**src/rtl/i2c10_pkg.sv**
```systemverilog
package i2c10_pkg;

   typedef enum logic [2:0] {
      ST_IDLE = 3'd0,
      ST_HDR  = 3'd1,
      ST_LOW  = 3'd2,
      ST_RX   = 3'd3,
      ST_TX   = 3'd4
   } i2c10_state_e;

   localparam logic [4:0] TEN_BIT_PREFIX = 5'b11110;

endpackage

```
**src/rtl/i2c10_sync.sv**
```systemverilog
module i2c10_sync #(
   parameter int W      = 2,
   parameter int STAGES = 2
) (
   input  logic         clk,
   input  logic         rst_n,
   input  logic [W-1:0] din,
   output logic [W-1:0] dout
);

   logic [W-1:0] stg [STAGES];

   for (genvar i = 0; i < STAGES; i++) begin : g_stage
      if (i == 0) begin : g_first
         always_ff @(posedge clk or negedge rst_n) begin
            if (!rst_n) stg[i] <= '1;
            else        stg[i] <= din;
         end
      end else begin : g_next
         always_ff @(posedge clk or negedge rst_n) begin
            if (!rst_n) stg[i] <= '1;
            else        stg[i] <= stg[i-1];
         end
      end
   end

   assign dout = stg[STAGES-1];

endmodule

```
**src/rtl/i2c10_bus_cond.sv**
```systemverilog
module i2c10_bus_cond (
   input  logic clk,
   input  logic rst_n,
   input  logic scl_s,
   input  logic sda_s,
   output logic scl_rise,
   output logic scl_fall,
   output logic start_det,
   output logic stop_det
);

   logic scl_d;
   logic sda_d;

   always_ff @(posedge clk or negedge rst_n) begin
      if (!rst_n) begin
         scl_d <= 1'b1;
         sda_d <= 1'b1;
      end else begin
         scl_d <= scl_s;
         sda_d <= sda_s;
      end
   end

   assign scl_rise  = scl_s & ~scl_d;
   assign scl_fall  = ~scl_s & scl_d;
   // SDA moving while SCL stays high marks a bus condition
   assign start_det = scl_s & scl_d & sda_d & ~sda_s;
   assign stop_det  = scl_s & scl_d & ~sda_d & sda_s;

endmodule

```
**src/rtl/i2c10_reply.sv**
```systemverilog
module i2c10_reply #(
   parameter int CNT_W = 16
) (
   input  logic             clk,
   input  logic             rst_n,
   input  logic             bump,
   input  logic             freeze,
   output logic [CNT_W-1:0] snap
);

   logic [CNT_W-1:0] count_q;
   logic [CNT_W-1:0] snap_q;

   always_ff @(posedge clk or negedge rst_n) begin
      if (!rst_n) begin
         count_q <= '0;
         snap_q  <= '0;
      end else begin
         if (bump)   count_q <= count_q + 1'b1;
         if (freeze) snap_q  <= count_q;
      end
   end

   assign snap = snap_q;

endmodule

```
**src/rtl/i2c10_target.sv**
```systemverilog
module i2c10_target
   import i2c10_pkg::*;
#(
   parameter logic [9:0] OWN_ADDR    = 10'h2CF,
   parameter logic [7:0] REPLY_CONST = 8'h5A,
   parameter int         CNT_W       = 16,
   parameter int         SYNC_STAGES = 2
) (
   input  logic       clk,
   input  logic       rst_n,
   input  logic       scl_i,
   input  logic       sda_i,
   output logic       sda_oe,
   output logic       rx_valid,
   output logic [7:0] rx_data
);

   localparam int CNT_BYTES = CNT_W / 8;
   localparam int TX_BYTES  = CNT_BYTES + 1;
   localparam int IDX_W     = $clog2(TX_BYTES + 1);
   localparam logic [IDX_W-1:0] IDX_END = IDX_W'(TX_BYTES);

   if (CNT_W % 8 != 0 || CNT_W < 8 || CNT_W > 32) begin : g_bad_cnt
      $error("i2c10_target: CNT_W must be a multiple of 8 in 8..32");
   end
   if (SYNC_STAGES < 2) begin : g_bad_sync
      $error("i2c10_target: SYNC_STAGES must be at least 2");
   end

   // ---------------- input conditioning ----------------
   logic [1:0] bus_s;
   logic       scl_s;
   logic       sda_s;
   logic       scl_rise;
   logic       scl_fall;
   logic       start_det;
   logic       stop_det;

   i2c10_sync #(.W(2), .STAGES(SYNC_STAGES)) u_sync (
      .clk  (clk),
      .rst_n(rst_n),
      .din  ({scl_i, sda_i}),
      .dout (bus_s)
   );
   assign scl_s = bus_s[1];
   assign sda_s = bus_s[0];

   i2c10_bus_cond u_cond (
      .clk      (clk),
      .rst_n    (rst_n),
      .scl_s    (scl_s),
      .sda_s    (sda_s),
      .scl_rise (scl_rise),
      .scl_fall (scl_fall),
      .start_det(start_det),
      .stop_det (stop_det)
   );

   // ---------------- state ----------------
   i2c10_state_e     state;
   logic [3:0]       bit_cnt;
   logic [6:0]       sh_q;
   logic             matched;
   logic             ack_pend;
   logic             ack_drive;
   logic             tx_drive;
   logic [7:0]       tx_sh;
   logic             tx_first;
   logic [IDX_W-1:0] tx_idx;
   logic             rx_valid_q;
   logic [7:0]       rx_data_q;

   // ---------------- reply source ----------------
   logic             cnt_bump;
   logic             load_snap;
   logic [CNT_W-1:0] snap;

   i2c10_reply #(.CNT_W(CNT_W)) u_reply (
      .clk   (clk),
      .rst_n (rst_n),
      .bump  (cnt_bump),
      .freeze(load_snap),
      .snap  (snap)
   );

   logic [7:0] reply_tbl [TX_BYTES+1];
   for (genvar k = 0; k <= TX_BYTES; k++) begin : g_tbl
      if (k == 0) begin : g_const
         assign reply_tbl[k] = REPLY_CONST;
      end else if (k == TX_BYTES) begin : g_pad
         assign reply_tbl[k] = 8'hFF;
      end else begin : g_cnt
         assign reply_tbl[k] = snap[CNT_W-8*k +: 8];
      end
   end

   logic [IDX_W-1:0] nxt_idx;
   logic [7:0]       reply_byte;
   always_comb begin
      if (tx_first)               nxt_idx = '0;
      else if (tx_idx == IDX_END) nxt_idx = tx_idx;
      else                        nxt_idx = tx_idx + 1'b1;
   end
   assign reply_byte = reply_tbl[nxt_idx];

   // ---------------- byte decode ----------------
   logic [7:0] byte_in;
   logic       byte_done;
   logic       hdr_ok;
   logic       hdr_write;
   logic       hdr_read;
   logic       lo_ok;

   assign byte_in   = {sh_q, sda_s};
   assign byte_done = scl_rise && (bit_cnt == 4'd7) && !start_det && !stop_det
                      && (state != ST_IDLE);
   assign hdr_ok    = (byte_in[7:3] == TEN_BIT_PREFIX) && (byte_in[2:1] == OWN_ADDR[9:8]);
   assign hdr_write = hdr_ok && !byte_in[0];
   assign hdr_read  = hdr_ok && byte_in[0];
   assign lo_ok     = (byte_in == OWN_ADDR[7:0]);

   assign load_snap = byte_done && (state == ST_HDR) && hdr_read && matched;
   assign cnt_bump  = stop_det && matched;

   // ---------------- main sequencer ----------------
   always_ff @(posedge clk or negedge rst_n) begin
      if (!rst_n) begin
         state      <= ST_IDLE;
         bit_cnt    <= '0;
         sh_q       <= '0;
         matched    <= 1'b0;
         ack_pend   <= 1'b0;
         ack_drive  <= 1'b0;
         tx_drive   <= 1'b0;
         tx_sh      <= 8'hFF;
         tx_first   <= 1'b0;
         tx_idx     <= '0;
         rx_valid_q <= 1'b0;
         rx_data_q  <= '0;
      end else begin
         rx_valid_q <= 1'b0;
         if (start_det) begin
            state     <= ST_HDR;
            bit_cnt   <= '0;
            ack_pend  <= 1'b0;
            ack_drive <= 1'b0;
            tx_drive  <= 1'b0;
         end else if (stop_det) begin
            state     <= ST_IDLE;
            bit_cnt   <= '0;
            matched   <= 1'b0;
            ack_pend  <= 1'b0;
            ack_drive <= 1'b0;
            tx_drive  <= 1'b0;
         end else if (state != ST_IDLE) begin
            if (scl_rise) begin
               if (bit_cnt < 4'd8) begin
                  sh_q    <= byte_in[6:0];
                  bit_cnt <= bit_cnt + 1'b1;
               end else if (bit_cnt == 4'd9 && state == ST_TX && sda_s) begin
                  // controller declined further data
                  state <= ST_IDLE;
               end
               if (byte_done) begin
                  unique case (state)
                     ST_HDR: begin
                        if (hdr_write) begin
                           ack_pend <= 1'b1;
                           matched  <= 1'b0;
                           state    <= ST_LOW;
                        end else if (hdr_read && matched) begin
                           ack_pend <= 1'b1;
                           tx_first <= 1'b1;
                           tx_idx   <= '0;
                           state    <= ST_TX;
                        end else begin
                           state <= ST_IDLE;
                        end
                     end
                     ST_LOW: begin
                        if (lo_ok) begin
                           ack_pend <= 1'b1;
                           matched  <= 1'b1;
                           state    <= ST_RX;
                        end else begin
                           matched <= 1'b0;
                           state   <= ST_IDLE;
                        end
                     end
                     ST_RX: begin
                        ack_pend   <= 1'b1;
                        rx_valid_q <= 1'b1;
                        rx_data_q  <= byte_in;
                     end
                     default: ;
                  endcase
               end
            end else if (scl_fall) begin
               if (bit_cnt == 4'd8) begin
                  ack_drive <= ack_pend;
                  tx_drive  <= 1'b0;
                  bit_cnt   <= 4'd9;
               end else if (bit_cnt == 4'd9) begin
                  ack_drive <= 1'b0;
                  ack_pend  <= 1'b0;
                  bit_cnt   <= '0;
                  if (state == ST_TX) begin
                     tx_first <= 1'b0;
                     tx_idx   <= nxt_idx;
                     tx_sh    <= reply_byte;
                     tx_drive <= 1'b1;
                  end
               end else if (bit_cnt != 4'd0 && state == ST_TX) begin
                  tx_sh <= {tx_sh[6:0], 1'b1};
               end
            end
         end
      end
   end

   assign sda_oe   = ack_drive | (tx_drive & ~tx_sh[7]);
   assign rx_valid = rx_valid_q;
   assign rx_data  = rx_data_q;

endmodule

```
**config.mk**
```make
export PLATFORM = sky130hd
export DESIGN_NAME = i2c10_target
export DESIGN_NICKNAME = d
export VERILOG_FILES = /design/src/rtl/i2c10_pkg.sv /design/src/rtl/i2c10_sync.sv /design/src/rtl/i2c10_bus_cond.sv /design/src/rtl/i2c10_reply.sv /design/src/rtl/i2c10_target.sv
export SDC_FILE = /design/constraint.sdc
export NUM_CORES = 1
export LEC_CHECK = 0
export BUFFER_PORTS_ARGS = -buffer_cell sky130_fd_sc_hd__buf_4
export CAP_MARGIN = 20
export CORE_MARGIN = 2
export CORE_UTILIZATION = 30
export CTS_CLUSTER_SIZE = 25
export DETAILED_ROUTE_END_ITERATION = 16
export MAX_ROUTING_LAYER = met4
export PLACE_DENSITY_LB_ADDON = 0.25
export SLEW_MARGIN = 10
export SYNTH_ARGS = -nofsm -noshare
export SYNTH_HDL_FRONTEND = slang
export SYNTH_SLANG_ARGS = --single-unit
```
**constraint.sdc**
```tcl
create_clock -name clk -period 2.35 [get_ports clk]
set_input_delay 0.1175 -clock clk [delete_from_list [all_inputs] [get_ports clk]]
set_output_delay 0.1175 -clock clk [all_outputs]
set_load 0.02 [all_outputs]
```
Word-level counts from Yosys, hierarchy flattened
Cells that the tools add are included. W data, S select, Z words.

$add $sub $neg: 3. Shift-type cells: 0. Reductions and logical operators: 46. Multipliers: 0. Muxes and demuxes: 83. Divide/modulo/power cells: 0. Equal/unequal tests: 25. Order comparisons: 2. Bitwise operators: 19.

Operator list (count): $mux W1 (45); $mux W8 (5); $mux W4 (8); $mux W3 (9); $mux W2 (12); $reduce_bool A4 Y1 (5); $add A16 B1 Y16 const B (1); $bmux W8 S2 (1); $reduce_and A8 Y1 (2); $logic_and A1 B1 Y1 (15); $reduce_bool A3 Y1 (5); $reduce_bool A2 Y1 (7); $reduce_and A6 Y1 (2); $reduce_and A11 Y1 (1); $reduce_and A5 Y1 (2); $not A1 Y1 (9); $and A1 B1 Y1 (8); $eq A4 B4 Y1 const B (2); $eq A8 B8 Y1 const B (1); $ne A2 B1 Y1 const B (4); $ne A4 B1 Y1 const B (2); $reduce_and A4 Y1 (2); $eq A3 B2 Y1 const B (2); $ne A6 B1 Y1 const B (1); other kinds (23) (27).

Memories kept: 0. Memory bits (writable): 0. Output and inout port bits: 10. Input port bits: 4. Bits in read-only memories: 0. Flip-flop bits (word level): 76. Bits in latches: 0.

Depth between registers and ports, before layout
Gate-level depths: netlist of run 1.

Depth in word-level cells: 12. Gate-level depth with buffers: 8. Mapped depth without buffers: 7.

By module
From an unflattened synthesis of run 1, not the netlist that was laid out.

Cell total of the unflattened synthesis: 309. Area total of the unflattened synthesis: 3648.5 um^2.

By module, submodules not included: i2c10_target (seq. area each 960.9 um^2, area an instance 2150.8 um^2, cells each 207, instances 1); i2c10_reply (seq. area each 800.8 um^2, area an instance 1292.5 um^2, cells each 90, instances 1); i2c10_sync (seq. area each 105.1 um^2, area an instance 120.1 um^2, cells each 6, instances 1); i2c10_bus_cond (seq. area each 52.6 um^2, area an instance 85.1 um^2, cells each 6, instances 1).

Worst setup path after synthesis of run 1
Ideal clock, no wire load.

Path kind: register -> register. Start point: register u_sync.stg, in the netlist u_sync.dout[1]. End point: register u_reply.count_q[15]. Data required time: 2227 ps. Path slack: 367 ps. Library setup time: 123 ps. Cell stages (with the launch flop): 7. Arrival time: 1861 ps. Cell sequence: dfstp_2 -> ha_1 -> and4b_1 -> clkbuf_1 -> nand4_1 -> or4_1 -> xnor2_1.

Longest elaborated chain between the ends: 4.

RTL lines: start, declared (line i2c10_sync.sv:11) `logic [W-1:0] stg [STAGES];`; start signal, assigned by index (line i2c10_sync.sv:22) `else stg[i] <= stg[i-1];`; $and A1 B1 Y1 (3 in series) (line i2c10_bus_cond.sv:29) `assign stop_det = scl_s & scl_d & ~sda_d & sda_s;`; $logic_and A1 B1 Y1 (line i2c10_target.sv:123) `assign cnt_bump = stop_det && matched;`; end signal, assigned (line i2c10_reply.sv:19) `if (bump) count_q <= count_q + 1'b1;`; end, declared (line i2c10_reply.sv:11) `logic [CNT_W-1:0] count_q;`.

No other way between the ends. A chain may end at the register's enable or synchronous reset.

Final worst setup path of run 1
Start point: register u_sync.stg, in the netlist u_sync.dout[1]. End point: register rx_data_q[1] (netlist: rx_data[1]).

RTL lines: $and A1 B1 Y1 * (line i2c10_bus_cond.sv:25) `assign scl_rise = scl_s & ~scl_d;`; net scl_rise (line i2c10_target.sv:34) `logic scl_rise;`; $logic_and A1 B1 Y1 (3 in series) (line i2c10_target.sv:115) `assign byte_done = scl_rise && (bit_cnt == 4'd7) && !start_det && !stop_det`; $logic_and A1 B1 Y1 (line i2c10_target.sv:116) `&& (state != ST_IDLE);`; $reduce_and A6 Y1 (no line) *; end signal, assigned (line i2c10_target.sv:193) `rx_data_q <= byte_in;`; end, declared (line i2c10_target.sv:71) `logic [7:0] rx_data_q;`.

The timed path passes the listed nets; every way through them passes the cells marked *.

==> results of run 1 <==
[cell families after synthesis]
kind of cell    Yosys count  share of synthesized area
mux                      40                      0.122
compound gates           48                     0.0959
flops                    76                      0.527
fa+ha+maj                 7                     0.0241
buf+inv                  27                     0.0347
simple gates             95                      0.155
xor+xnor                 17                     0.0409
[cell usage in the layout, fill, tap and decap left out, types with 3 or more instances in the layout]
cell type	count
dfrtp_1	62
mux2_2	35
buf_4	24
nor2_1	23
a21oi_1	14
dfstp_2	14
nand2_1	13
inv_1	12
xnor2_1	12
nand3_1	9
clkbuf_16	9
nand4_1	8
o21ai_0	8
nor3_1	8
ha_1	7
nor2b_1	6
xor2_1	5
and3_1	5
mux2i_1	5
a211oi_1	4
clkinv_2	4
or2_2	3
a31oi_1	3
dlygate4sd3_1	3
[flip-flops by register name, summed over array words and instances (netlist names)]
name / cells
ack_drive: 1
ack_pend: 1
bit_cnt: 4
matched: 1
rx_data: 8
rx_valid: 1
sh_q: 7
state: 3
tx_drive: 1
tx_first: 1
tx_idx: 2
tx_sh: 8
u_cond.scl_d: 1
u_cond.sda_d: 1
u_reply.count_q: 16
u_reply.snap: 16
u_sync.dout: 2
u_sync.stg: 2
[cells in the mapped netlist (6+ instances only)]
master	instances
nand2_1	13
mux2_2	35
inv_1	12
o21ai_0	8
ha_1	7
a21oi_1	14
nor2b_1	6
nand3_1	9
dfstp_2	14
nand4_1	8
nor3_1	8
xnor2_1	12
nor2_1	23
dfrtp_1	62
[power breakdown]
| part | switching, mW | leakage (nW) | total, mW | internal (mW) |
|---|---|---|---|---|
| logic | 0.106 | 0.851 | 0.198 | 0.0926 |
| registers | 0.0698 | 0.984 | 1.45 | 1.38 |
| clock network | 0.530 | 0.131 | 1.24 | 0.708 |
[path summary, 6_finish.rpt]
check	startpoint	to	slack (ns)	cells past startpoint
max	u_sync.dout[1]	rx_data[1]	0.20	6
min	u_sync.stg[2]	u_sync.dout[0]	0.36	0
max reg2reg	u_sync.dout[1]	rx_data[1]	0.20	6
min reg2reg	u_sync.stg[2]	u_sync.dout[0]	0.36	0
max in group asynchronous	rst_n	tx_sh[4]	1.15	3
min in group asynchronous	rst_n	rx_data[2]	0.44	2
[routing by layer]
layer / GRT usage / share of wire / vias to the layer above / routed length, µm
li1: - / - / 1158 / -
met5: - / 0 / - / 0
met4: 0.0512 / 0.014 / 0 / 95
met3: 0.0238 / 0.025 / 5 / 170
met2: 0.165 / 0.44 / 24 / 2980
met1: 0.175 / 0.53 / 1158 / 3600
[layout make-up]
| cell class | instances | area (µm²) | area share |
|---|---|---|---|
| clock buffers | 9 | 225 | 0.0533 |
| repair buffers | 27 | 210 | 0.0498 |
| multi-input cells | 207 | 1600 | 0.378 |
| clock inverters | 7 | 43.8 | 0.0104 |
| flip-flops and latches | 76 | 1920 | 0.455 |
| well taps | 147 | 184 | 0.0436 |
| inverters | 12 | 45.0 | 0.0107 |
[worst max-delay path: cells and delay by family (launching register included)]
family	cells	cell delay, ns
DFF	1	0.55
and+or+nand+nor	4	0.89
adders and majority gates	1	0.24
muxes	1	0.35
==> summary.md, run 1 <==
| Metric | Value |
|---|---|
| Measured slew at the worst slew-check pin | `0.904 ns` |
| Register clock-pin slew on the reported worst setup and hold paths | `0.06 ns` |
| Clock latency on the worst-skew pair | `0.33 ns` |
| First-pass GRT wire length | `12,100 µm` |
| Worst path arrival time | `2.36 ns` |
| H-Tree Depth | `3` |
| #FFs+latches synth | `76` |
| Final Critical Period | `2.15 ns` |
| Nature of the critical path endpoint | `register` |
| Cell Pwr Density | `683 nW/µm²` |
| Final std cells w/o fill | `485` |
| CTS Buf Count | `9` |
| Largest net degree at the start of global routing | `72` |
| Post-CTS setup buffers | `0` |
| Gpl congestion | `0.775` |
| Initial antenna violation count | `0` |
| Static Leak | `1.97 nW` |
| Site Rows | `40` |
| Top_reg_cell synth | `dfrtp_1` |
| Setup TNS | `0 ns` |
| Final hold violations | `0` |
| Post-synthesis cell area | `3640 µm²` |
| Final setup vio count | `0` |
| Final period utilization | `0.914` |
| Final core occ | `0.355` |
| WL final | `6850 µm` |
| CTS tree | `built` |
| Initial DRC count | `115` |
| Max Clock Freq | `466 MHz` |
| Number of global-route vias before repair | `2,376` |
| Synth top area share | `0.426` |
| Vias per cell | `4.84` |
| Cts repair resizes | `0` |
| Max-slew violations | `0` |
| Final Cell Area | `4220 µm²` |
| CP Class | `reg -> reg` |
| Hold Crit Class | `reg -> reg` |
| Routed Antenna Nets | `0` |
| Area contributors post-synth | `dfrtp_1, mux2_2, dfstp_2, xnor2_1, ha_1` |
| RSZ-0062 raised after global routing | `false` |
| Hold WS | `0.355 ns` |
| Die X | `114 µm` |
| CP Max Fanout | `9` |
| DP HPWL | `4720 µm` |
| Core Area | `11,900 µm²` |
| Synth-to-layout area growth | `16.0%` |
| Cell taking the most area after synthesis | `dfrtp_1` |
| Number of buffers added on ports | `13` |
| Post-synthesis cell type count | `56` |
| Pre-CTS setup slack | `0.192 ns` |
| Post-synth EDFFs | `0` |
| Grt ovf | `0` |
| Die area | `13,000 µm²` |
| Hold_buf cts | `3` |
| Die H | `114 µm` |
| Drt pass-1 iters | `4` |
| Worst path slowest cell | `dfstp_2` |
| CP required | `2.56 ns` |
| NumNets Final | `344` |
| CP max stage delay | `0.55 ns` |
| Seq/Total Area, Yosys | `0.527` |
| Mapped Cells | `310` |
| Max transition margin | `0.397` |
| Clock sinks | `76` |
| Root buffer cell | `clkbuf_16` |
| Share of layout cells above drive strength 1 | `0.302` |
| # DRC | `0` |
| # diodes | `0` |
| Mean Syn Cell Area | `11.7 µm²` |
| Critical path cell sequence | `ha_1, nand4b_1, or2_2, nor2_1, nand3_2, mux2_2` |
| Total power | `2.88 mW` |
| Syn Nets | `321` |
| Ys async rst share | `1.00` |
| Yosys warning count | `0` |
| Longest Clk Path Bufs | `2` |
| Fill cells | `1,193` |
| Placed inst area | `3920 µm²` |
| Fin worst setup slack | `0.203 ns` |
| Vias | `2,345` |
| Run status | `finished clean` |
| Setup Skew | `0.00531 ns` |
| Wire length per cell | `14.1 µm` |
| Initial Util | `0.306` |
| Dpl cells | `466` |
| Max_cap viols | `0` |
| Peak supply drop | `0.000469 V` |
| Startpoint Class | `register` |
| # IOs | `14` |
| Tot GR Track Use | `0.121` |
(Power assumes the default switching activity.)
==> run 2: changes to the inputs <==
--- a/config.mk
+++ b/config.mk
@@ -8,7 +8,7 @@
 export BUFFER_PORTS_ARGS = -buffer_cell sky130_fd_sc_hd__buf_4
 export CAP_MARGIN = 20
 export CORE_MARGIN = 2
-export CORE_UTILIZATION = 30
+export CORE_UTILIZATION = 40
 export CTS_CLUSTER_SIZE = 25
 export DETAILED_ROUTE_END_ITERATION = 16
 export MAX_ROUTING_LAYER = met4
==> run 2 against run 1 <==
First-iteration DRC count rose by 5.2%. Non-clock buffer count rose by 1. Utilization rose by 12 points. Critical endpoint is now tx_idx[0]. Final cell count fell by 7.8%. Largest power group unchanged. Register-to-register slack barely moved. Critical path type unchanged. Clock-buffer cell count rose by 2.
==> summary.md, run 2 (synthesized netlist as in run 1, its figures left out) <==
| Metric | Value |
|---|---|
| Run status | `finished clean` |
| Crit Reg-Reg Startpoint | `bit_cnt[1]` |
| Root buffer cell | `clkbuf_8` |
| Peak supply drop | `0.000382 V` |
| H-Tree Depth | `3` |
| Metal3 WL | `206 µm` |
| Core Area | `8760 µm²` |
| WL final | `6630 µm` |
| Startpoint Class | `register` |
| Site Rows | `34` |
| Die area | `9880 µm²` |
| First-pass GRT wire length | `11,700 µm` |
| Max_cap viols | `0` |
| Nature of the critical path endpoint | `register` |
| Register clock-pin slew on the reported worst setup and hold paths | `0.08 ns` |
| Initial antenna violation count | `0` |
| Measured slew at the worst slew-check pin | `0.935 ns` |
| Max-slew violations | `0` |
| Post-CTS setup buffers | `0` |
| Gpl congestion | `0.878` |
| Share of layout cells above drive strength 1 | `0.301` |
| Setup TNS | `0 ns` |
| # DRC | `0` |
| Longest Clk Path Bufs | `2` |
| Initial Util | `0.415` |
| Final setup vio count | `0` |
| Cell Pwr Density | `646 nW/µm²` |
| Die X | `99.4 µm` |
| Beginning of the worst hold path | `u_sync.stg[2]` |
| Hold Path End | `u_sync.dout[0]` |
| Final period utilization | `0.920` |
| Vias per cell | `5.25` |
| Drt pass-1 iters | `4` |
| Most common cell after layout, fill and taps aside | `dfrtp_1` |
| Max Clock Freq | `463 MHz` |
| Static Leak | `1.93 nW` |
| Tot GR Track Use | `0.155` |
| Multi-input logic area | `1600 µm²` |
| CP required | `2.59 ns` |
| Hold Path Depth | `0` |
| Clock latency on the worst-skew pair | `0.35 ns` |
| Routed Antenna Nets | `0` |
| Die H | `99.4 µm` |
| Final hold violations | `0` |
| NumNets Final | `345` |
| Wire length per cell | `14.8 µm` |
| Synth-to-layout area growth | `13.0%` |
| Grt ovf | `0` |
| Final Cell Area | `4120 µm²` |
| # IOs | `14` |
| Max transition margin | `0.377` |
| Top Metal Used | `met4` |
| CTS tree | `built` |
| RSZ-0062 raised after global routing | `false` |
| Vias | `2,345` |
| Setup Skew | `0.00713 ns` |
| FF+latch area | `1920 µm²` |
| Largest net degree at the start of global routing | `77` |
| R2r worst-path depth | `7` |
| Number of buffers added on ports | `13` |
| CTS Buf Count | `9` |
| Most frequent cells in the layout | `dfrtp_1, mux2_2, buf_4` |
| DP HPWL | `4610 µm` |
| Hold Crit Class | `reg -> reg` |
| Clock sinks | `76` |
| Worst path arrival time | `2.40 ns` |
| Wire length on met2 | `2890 µm` |
| Initial DRC count | `121` |
| Placed inst area | `3880 µm²` |
| RR Endpoint | `tx_idx[0]` |
| Number of global-route vias before repair | `2,347` |
| CP Max Fanout | `10` |
| # diodes | `0` |
| Fill cells | `824` |
| WL met1 | `3410 µm` |
| Final Critical Period | `2.16 ns` |
| CP Class | `reg -> reg` |
| R2R Setup Slk | `0.19 ns` |
==> run 2: stage by stage <==
stage	instances	utilization	setup WS, ns	power, mW	hold slack, ns
3_3_place_gp	428	0.443	0.232	1.67	0.227
4_1_cts	447	0.470	0.170	2.70	0.358
5_1_grt	447	0.470	0.00515	2.80	0.362
6_report	447	0.470	0.189	2.66	0.357
3_5_place_dp	428	0.443	0.182	1.67	0.227
2_1_floorplan	310	-	0.367	1.59	-0.178
==> run 2: worst max-delay path, cell delays in order, from the launching register on <==
cell,delay [ns]
dfrtp_1,0.40
inv_1,0.10
ha_1,0.16
and3b_1,0.42
nand4b_4,0.15
a2111oi_4,0.45
a21bo_1,0.26
o2bb2ai_1,0.12
==> run 2: layout make-up <==
class,count,share of cell area
repair buffers,28,0.0529
flip-flops and latches,76,0.466
clock buffers,11,0.0344
well taps,108,0.0328
clock inverters,5,0.0149
inverters,12,0.0109
multi-input cells,207,0.388
==> run 2: what timing repair did <==
action	4_1_cts	5_1_grt
hold buffers	3	0
endpoints found under the hold margin	64	0
resized for setup	0	0
setup endpoints to repair	0	0
==> run 2: per-layer routing <==
layer / GRT usage / vias up
li1: - / 1162
met1: 0.222 / 1145
met2: 0.217 / 28
met3: 0.0316 / 10
met4: 0.0632 / 0
met5: - / -
==> run 2: worst max path at each step <==
stage | slack (ns) | from | cells after the start | endpoint
CTS | 0.17 | bit_cnt[1] | 7 | tx_idx[0]
floorplan | 0.37 | u_sync.dout[1] | 6 | u_reply.count_q[15]
detailed placement | 0.18 | bit_cnt[1] | 7 | tx_idx[1]
finish | 0.19 | bit_cnt[1] | 7 | tx_idx[0]
global placement | 0.23 | bit_cnt[1] | 7 | tx_idx[0]
global route | 0.005 | u_sync.dout[1] | 6 | rx_data[7]
==> run 2: power by group <==
part / internal, mW / switching (mW)
Clock: 0.521 / 0.491
Combinational: 0.0942 / 0.106
Sequential: 1.37 / 0.0703
